## config.mk

```make
export PLATFORM = sky130hd
export DESIGN_NAME = serial_rx_irq
export DESIGN_NICKNAME = d
export VERILOG_FILES = /design/src/rtl/serial_rx_pkg.sv /design/src/rtl/serial_rx_ctrl.sv /design/src/rtl/serial_rx_data.sv /design/src/rtl/serial_rx_irq.sv
export SDC_FILE = /design/constraint.sdc
export NUM_CORES = 1
export LEC_CHECK = 0
export BUFFER_PORTS_ARGS = -buffer_cell sky130_fd_sc_hd__buf_2
export CORE_MARGIN = 5
export CORE_UTILIZATION = 60
export DETAILED_ROUTE_END_ITERATION = 8
export GPL_ROUTABILITY_DRIVEN = 0
export GPL_TIMING_DRIVEN = 0
export PLACE_DENSITY = 0.76
export SYNTH_ARGS = -nofsm -noshare
export SYNTH_HDL_FRONTEND = slang
export SYNTH_SLANG_ARGS = --single-unit
```

## constraint.sdc

```tcl
create_clock -name clk -period 3.75 [get_ports clk]
set_input_delay 0.1875 -clock clk [delete_from_list [all_inputs] [get_ports clk]]
set_output_delay 0.1875 -clock clk [all_outputs]
set_load 0.1 [all_outputs]
```

## src/rtl/serial_rx_pkg.sv

```systemverilog
package serial_rx_pkg;
  typedef enum logic [2:0] {
    S_IDLE, S_START, S_DATA, S_PAR, S_STOP1, S_STOP2
  } rxState_t;

  // strobes from bit-timing control to the datapath
  typedef struct packed {
    logic frameStart;  // start edge seen while idle
    logic shiftBit;    // mid-bit sample of a data bit
    logic parBit;      // mid-bit sample of parity
    logic stopBit;     // mid-bit sample of first stop bit
    logic idleTick;    // tick spent idle with line high
    logic lineVal;     // synchronised line value
  } rxStrobe_t;
endpackage

```

## src/rtl/serial_rx_ctrl.sv

```systemverilog
module serial_rx_ctrl
  import serial_rx_pkg::*;
#(
  parameter int OVERSAMPLE = 16,
  parameter int DW = 8
) (
  input  logic      clk,
  input  logic      rstN,
  input  logic      tick,
  input  logic      rxLine,
  input  logic      cfgSevenBits,
  input  logic      cfgParityOn,
  input  logic      cfgTwoStop,
  output rxStrobe_t strb
);
  localparam int CW = $clog2(OVERSAMPLE);
  localparam int BW = $clog2(DW);
  localparam logic [CW-1:0] MIDCNT  = CW'(OVERSAMPLE / 2 - 1);
  localparam logic [CW-1:0] LASTCNT = CW'(OVERSAMPLE - 1);

  rxState_t state;
  logic [CW-1:0] tickCnt;
  logic [BW-1:0] bitIdx;
  logic rxMeta, rxS;
  logic atEnd;
  logic [BW-1:0] lastIdx;

  assign atEnd   = tick && (tickCnt == LASTCNT);
  assign lastIdx = cfgSevenBits ? BW'(DW - 2) : BW'(DW - 1);

  always_comb begin
    strb = '0;
    strb.lineVal = rxS;
    case (state)
      S_IDLE: begin
        strb.frameStart = tick && !rxS;
        strb.idleTick   = tick && rxS;
      end
      S_DATA:  strb.shiftBit = atEnd;
      S_PAR:   strb.parBit   = atEnd;
      S_STOP1: strb.stopBit  = atEnd;
      default: ;
    endcase
  end

  always_ff @(posedge clk) begin
    if (!rstN) begin
      state   <= S_IDLE;
      tickCnt <= '0;
      bitIdx  <= '0;
      rxMeta  <= 1'b1;
      rxS     <= 1'b1;
    end else begin
      rxMeta <= rxLine;
      rxS    <= rxMeta;
      if (tick) begin
        case (state)
          S_IDLE: if (!rxS) begin
            state   <= S_START;
            tickCnt <= '0;
          end
          S_START: begin
            if (tickCnt == MIDCNT) begin
              tickCnt <= '0;
              bitIdx  <= '0;
              state   <= rxS ? S_IDLE : S_DATA;
            end else tickCnt <= tickCnt + 1'b1;
          end
          default: begin
            if (tickCnt == LASTCNT) begin
              tickCnt <= '0;
              case (state)
                S_DATA: begin
                  if (bitIdx == lastIdx) state <= cfgParityOn ? S_PAR : S_STOP1;
                  else bitIdx <= bitIdx + 1'b1;
                end
                S_PAR:   state <= S_STOP1;
                S_STOP1: state <= cfgTwoStop ? S_STOP2 : S_IDLE;
                default: state <= S_IDLE;
              endcase
            end else tickCnt <= tickCnt + 1'b1;
          end
        endcase
      end
    end
  end
endmodule

```

## src/rtl/serial_rx_data.sv

```systemverilog
module serial_rx_data
  import serial_rx_pkg::*;
#(
  parameter int DW = 8,
  parameter int DEPTH = 16,
  parameter int OVERSAMPLE = 16,
  parameter int IDLE_BITS = 15
) (
  input  logic                       clk,
  input  logic                       rstN,
  input  rxStrobe_t                  strb,
  input  logic                       cfgSevenBits,
  input  logic                       cfgParityOn,
  input  logic                       cfgParityOdd,
  input  logic [1:0]                 trigSel,
  input  logic                       popEn,
  input  logic                       clrErr,
  input  logic                       clrBreak,
  output logic [DW-1:0]              popData,
  output logic                       popParErr,
  output logic [$clog2(DEPTH):0]     fifoCount,
  output logic                       flagFull,
  output logic                       flagReady,
  output logic                       flagError,
  output logic                       flagBreak
);
  localparam int AW = $clog2(DEPTH);
  localparam int CNTW = AW + 1;
  localparam int IDLE_TICKS = IDLE_BITS * OVERSAMPLE;
  localparam int IW = $clog2(IDLE_TICKS + 1);

  logic [DW-1:0] shiftReg;
  logic parReg;
  logic frmSticky;
  logic [IW-1:0] idleCnt;
  logic [DW:0] mem [DEPTH];
  logic [AW-1:0] wrPtr, rdPtr;
  logic [DW-1:0] dataByte;
  logic parErr, allZero, push, pop, qFull, qEmpty;
  logic [CNTW-1:0] trigLevel;

  assign dataByte = cfgSevenBits ? {1'b0, shiftReg[DW-1:1]} : shiftReg;
  assign parErr   = cfgParityOn && ((^dataByte) ^ parReg ^ cfgParityOdd);
  assign allZero  = (dataByte == '0) && !parReg && !strb.lineVal;
  assign qFull    = (fifoCount == CNTW'(DEPTH));
  assign qEmpty   = (fifoCount == '0);
  assign push     = strb.stopBit && strb.lineVal && !flagBreak && !qFull;
  assign pop      = popEn && !qEmpty;

  always_comb begin
    case (trigSel)
      2'd0:    trigLevel = CNTW'(1);
      2'd1:    trigLevel = CNTW'(4);
      2'd2:    trigLevel = CNTW'(8);
      default: trigLevel = CNTW'(14);
    endcase
  end

  assign popData   = mem[rdPtr][DW-1:0];
  assign popParErr = mem[rdPtr][DW];
  assign flagFull  = fifoCount >= trigLevel;
  assign flagReady = !qEmpty && (fifoCount < trigLevel) && (idleCnt == IW'(IDLE_TICKS));
  assign flagError = frmSticky || (!qEmpty && mem[rdPtr][DW]);

  always_ff @(posedge clk) begin
    if (push) mem[wrPtr] <= {parErr, dataByte};
  end

  always_ff @(posedge clk) begin
    if (!rstN) begin
      shiftReg  <= '0;
      parReg    <= 1'b0;
      frmSticky <= 1'b0;
      flagBreak <= 1'b0;
      idleCnt   <= '0;
      wrPtr     <= '0;
      rdPtr     <= '0;
      fifoCount <= '0;
    end else begin
      if (strb.shiftBit) shiftReg <= {strb.lineVal, shiftReg[DW-1:1]};
      if (strb.frameStart) parReg <= 1'b0;
      else if (strb.parBit) parReg <= strb.lineVal;

      if (strb.stopBit && allZero) flagBreak <= 1'b1;
      else if (clrBreak) flagBreak <= 1'b0;

      if (strb.stopBit && !strb.lineVal && !allZero) frmSticky <= 1'b1;
      else if (clrErr) frmSticky <= 1'b0;

      if (strb.frameStart) idleCnt <= '0;
      else if (strb.idleTick && idleCnt != IW'(IDLE_TICKS)) idleCnt <= idleCnt + 1'b1;

      if (push) wrPtr <= wrPtr + 1'b1;
      if (pop)  rdPtr <= rdPtr + 1'b1;
      case ({push, pop})
        2'b10:   fifoCount <= fifoCount + 1'b1;
        2'b01:   fifoCount <= fifoCount - 1'b1;
        default: ;
      endcase
    end
  end
endmodule

```

## src/rtl/serial_rx_irq.sv

```systemverilog
module serial_rx_irq
  import serial_rx_pkg::*;
#(
  parameter int DW = 8,
  parameter int DEPTH = 16,
  parameter int OVERSAMPLE = 16,
  parameter int IDLE_BITS = 15
) (
  input  logic                   clk,
  input  logic                   rstN,
  input  logic                   rxLine,
  input  logic                   tick16,
  input  logic                   cfgSevenBits,
  input  logic                   cfgParityOn,
  input  logic                   cfgParityOdd,
  input  logic                   cfgTwoStop,
  input  logic [1:0]             trigSel,
  input  logic                   enFull,
  input  logic                   enReady,
  input  logic                   enError,
  input  logic                   enBreak,
  input  logic                   clrErr,
  input  logic                   clrBreak,
  input  logic                   popEn,
  output logic [DW-1:0]          popData,
  output logic                   popParErr,
  output logic [$clog2(DEPTH):0] fifoCount,
  output logic                   flagFull,
  output logic                   flagReady,
  output logic                   flagError,
  output logic                   flagBreak,
  output logic                   irqA,
  output logic                   irqB
);
  rxStrobe_t strb;

  serial_rx_ctrl #(.OVERSAMPLE(OVERSAMPLE), .DW(DW)) u_ctrl (
    .clk(clk), .rstN(rstN), .tick(tick16), .rxLine(rxLine),
    .cfgSevenBits(cfgSevenBits), .cfgParityOn(cfgParityOn),
    .cfgTwoStop(cfgTwoStop), .strb(strb)
  );

  serial_rx_data #(.DW(DW), .DEPTH(DEPTH), .OVERSAMPLE(OVERSAMPLE),
                   .IDLE_BITS(IDLE_BITS)) u_data (
    .clk(clk), .rstN(rstN), .strb(strb),
    .cfgSevenBits(cfgSevenBits), .cfgParityOn(cfgParityOn),
    .cfgParityOdd(cfgParityOdd), .trigSel(trigSel), .popEn(popEn),
    .clrErr(clrErr), .clrBreak(clrBreak), .popData(popData),
    .popParErr(popParErr), .fifoCount(fifoCount), .flagFull(flagFull),
    .flagReady(flagReady), .flagError(flagError), .flagBreak(flagBreak)
  );

  assign irqA = (flagFull && enFull) || (flagReady && enReady);
  assign irqB = (flagError && enError) || (flagBreak && enBreak);
endmodule

```

==> metrics.txt <==
area share of the largest cell type after synthesis=51.90%; Flop pwr share=56.6%; Int Power=3.193 mW; Hold Path Sink=u_data.frmSticky$_SDFFE_PN0P_; Hold Fails Final Rpt=0; synth cell count leaders=edfxtp_1 (144), dfxtp_1 (48), mux4_2 (44), nor2_1 (31), nand2_1 (28); Post-synth EDFFs=144; Logic pwr share=2.3%; Crit path arrival time=3.71 ns; Cells after DPL=758; Synth Area in XOR/XNOR=2.102%; Pwr Density=428.7 nW/um2; count of different cell masters after synthesis=53; fin crit share=89.40%; number of port buffers=35; r2r endpoint=u_data.fifoCount[4]$_SDFFE_PN0P_; Final min period=3.353 ns; clock transition at the registers of the reported paths=0.06 ns; Compound-Gate Fraction of Synth Area=4.715%; Post-Synthesis Cells=543; Tot Pwr=3.997 mW; synth warn=0; most frequent cell after synthesis=edfxtp_1; Peak VDD IR=0.3050 mV; post-synthesis net count=581; vias per inst=5.990; vias in the first global route=4908; Worst EP required=4.11 ns; IO Count=37; ANT cells=0; Net Sw Frac=20.13%; Setup Skew=0.01020 ns; number of synthesized register bits=192; Final #Nets=638; via count=4744; Max Cap Viol=0; CTS tree=yes; DR iter-0 viols=520; crit end category=register; largest net degree at the start of global routing=17; GRT Total Usage=21.33%; CP Launch Type=register; CTS sink cnt=192; Post-DP Area=8765 um2; drt first pass iters=5; Initial Util=60.49%; Simple-Gate Fraction of Synth Area=9.176%; Max Freq=298.3 MHz; Slew Viols, Final=0; GR Overflow Total=0; TritonCTS buffer count=17; ys async rst share=0%; unrepaired setup endpoints after global routing=no; post-route design area=9323 um2; Max Root-Sink Buffers=2; critical path type=reg2reg; total die area=16340 um2; reg2reg start=u_ctrl.tickCnt[0]$_SDFFE_PN0P_; Final Util=67.69%; share of layout cells above drive strength 1=20.92%; chip width=127.8 um; area of the mapped netlist=8332 um2; sequential area share after synthesis=63.43%; Clk pwr share=41.1%; Setup Total Neg Slack=0 ns; Worst-Skew Late Latency=0.43 ns; # H-tree levels=4; normalized max-slew margin=28.17%; outcome=completed; Post-synth top flop=edfxtp_1; DRC=0; Final HPWL DP=10.79 mm; standard-cell rows=43; P&R area growth vs syn=11.89%; first-pass GRT wire length=26.30 mm; Worst Reg-to-Reg Cells=13; clk root buf=clkbuf_16; wirelength, routed=16.15 mm; DR WL/cell=20.40 um; die height=127.8 um; Synth area leader=edfxtp_1; worst-path fanout max=9; main combinational cell family by area after synthesis=multiplexers; Final ANT Viol Nets=0; Sw Pwr=0.8045 mW; Reg2Reg Setup Slack=0.40 ns; hold path startpoint=clrErr; # setup viols final=0; Finished Layout Cells=792; Hold Path Class=in2reg; core area=13770 um2; Leak=2.809 nW; worst-margin pin slew=1.074 ns; post-synthesis mux area share=14.90%; Area contributors post-synth=edfxtp_1 (52%), mux4_2 (12%), dfxtp_1 (12%), ha_1 (3.2%), mux2i_1 (3.0%); hold path depth=3; adder-cell share of the synthesized area=3.154%; syn_area_per_cell=15.34 um2; initial antenna violation count=0
## power groups by stage
stage / Sequential [mW] / Clock, mW / Combinational [mW]
floorplan: 2.31 / 0 / 0.0625
global placement: 2.31 / 0 / 0.0849
detailed placement: 2.31 / 0 / 0.0876
CTS: 2.26 / 1.66 / 0.0904
global route: 2.26 / 1.77 / 0.0983
finish: 2.26 / 1.64 / 0.0906
## layout by cell type (no fill, tap or decap), drive strengths merged, types with 21 or more instances in the layout
cell    Yosys  layout
dfxtp      48      48
inv        23      23
buf        14      49
ha         21      21
mux2i      25      25
edfxtp    144     144
nand2      29      29
clkbuf     11      29
nor2       31      31
mux4       44      44
## worst max-delay path, stage by stage (launching register included)
cell	delay, ns
dfxtp_1	0.37
ha_1	0.28
nand3_1	0.19
a2111oi_4	0.45
inv_1	0.19
ha_1	0.26
clkbuf_1	0.22
xor2_1	0.20
ha_1	0.24
a211o_1	0.28
nand2_1	0.08
nand3b_1	0.09
a31oi_1	0.23
mux2i_1	0.21
## per-layer routing
metal	up-vias	share of wire (%)	wire length, um	global-route usage (%)
li1	2175	-	-	-
met1	2392	41	6603	27.33
met2	160	53	8501	36.51
met3	17	5.2	842	5.625
met4	0	1.3	206	5.431
met5	-	0	0	0
## cells by family (layout without fill, tap and decap cells)
group                    count (synthesis)  count (layout)
flip-flops                             192             192
adder cells (fa/ha/maj)                 21              21
AND/OR/NAND/NOR                        140             140
multiplexers                            69              69
XOR/XNOR                                20              20
buffers and inverters                   48             117
AO/OA/AOI/OAI                           53              53
## layout make-up
| type | count | area [um2] |
|---|---|---|
| well taps | 180 | 225.2 |
| clock buffers | 18 | 429.2 |
| multi-input cells | 303 | 2869 |
| plain buffers | 25 | 123.9 |
| flip-flops and latches | 192 | 5285 |
| fillers | 976 | 4451 |
| repair buffers | 38 | 205.2 |
| clock inverters | 13 | 98.84 |
| inverters | 23 | 86.33 |
## metrics by stage
stage / worst slack (ns) / hold slack (ns)
after global routing: 0.1239 / 0.08904
after detailed placement: 0.4586 / 0.3799
after floorplan: 0.04886 / 0.2605
after CTS: 0.4150 / 0.07241
after global placement: 0.6152 / 0.3674
final: 0.3974 / 0.09172
## registers in the layout, indices dropped and copies added, names as in the netlist, named ones only
| name | flops |
|---|---|
| u_data.rdPtr | 4 |
| u_data.fifoCount | 5 |
| u_data.wrPtr | 4 |
| u_data.shiftReg | 8 |
| u_data.flagBreak | 1 |
| u_data.parReg | 1 |
| u_ctrl.rxS | 1 |
| u_ctrl.tickCnt | 4 |
| u_ctrl.bitIdx | 3 |
| u_data.mem | 144 |
| u_data.frmSticky | 1 |
| u_ctrl.rxMeta | 1 |
| u_data.idleCnt | 8 |
| u_ctrl.state | 3 |
## worst max-delay path by stage
stage                                     start                                to  slack, ns  cells past startpoint
3_5_place_dp     u_ctrl.tickCnt[0]$_SDFFE_PN0P_  u_data.fifoCount[4]$_SDFFE_PN0P_       0.46                     13
2_1_floorplan  u_data.fifoCount[1]$_SDFFE_PN0P_                              irqA       0.05                      6
4_1_cts          u_ctrl.tickCnt[0]$_SDFFE_PN0P_  u_data.fifoCount[4]$_SDFFE_PN0P_       0.42                     13
5_1_grt          u_ctrl.tickCnt[0]$_SDFFE_PN0P_  u_data.fifoCount[4]$_SDFFE_PN0P_       0.12                     13
6_report         u_ctrl.tickCnt[0]$_SDFFE_PN0P_  u_data.fifoCount[4]$_SDFFE_PN0P_       0.40                     13
3_3_place_gp     u_ctrl.tickCnt[0]$_SDFFE_PN0P_  u_data.fifoCount[4]$_SDFFE_PN0P_       0.62                     13
## timing repair
| action | 4_1_cts | 5_1_grt |
|---|---|---|
| gates resized for setup | 0 | 0 |
| buffers inserted | 0 | 0 |
| endpoints found under the setup margin | 0 | 0 |
| endpoints found under the hold margin | 2 | 0 |
| hold buffers | 3 | 0 |
Note: power is estimated with default switching activity, not from simulation.
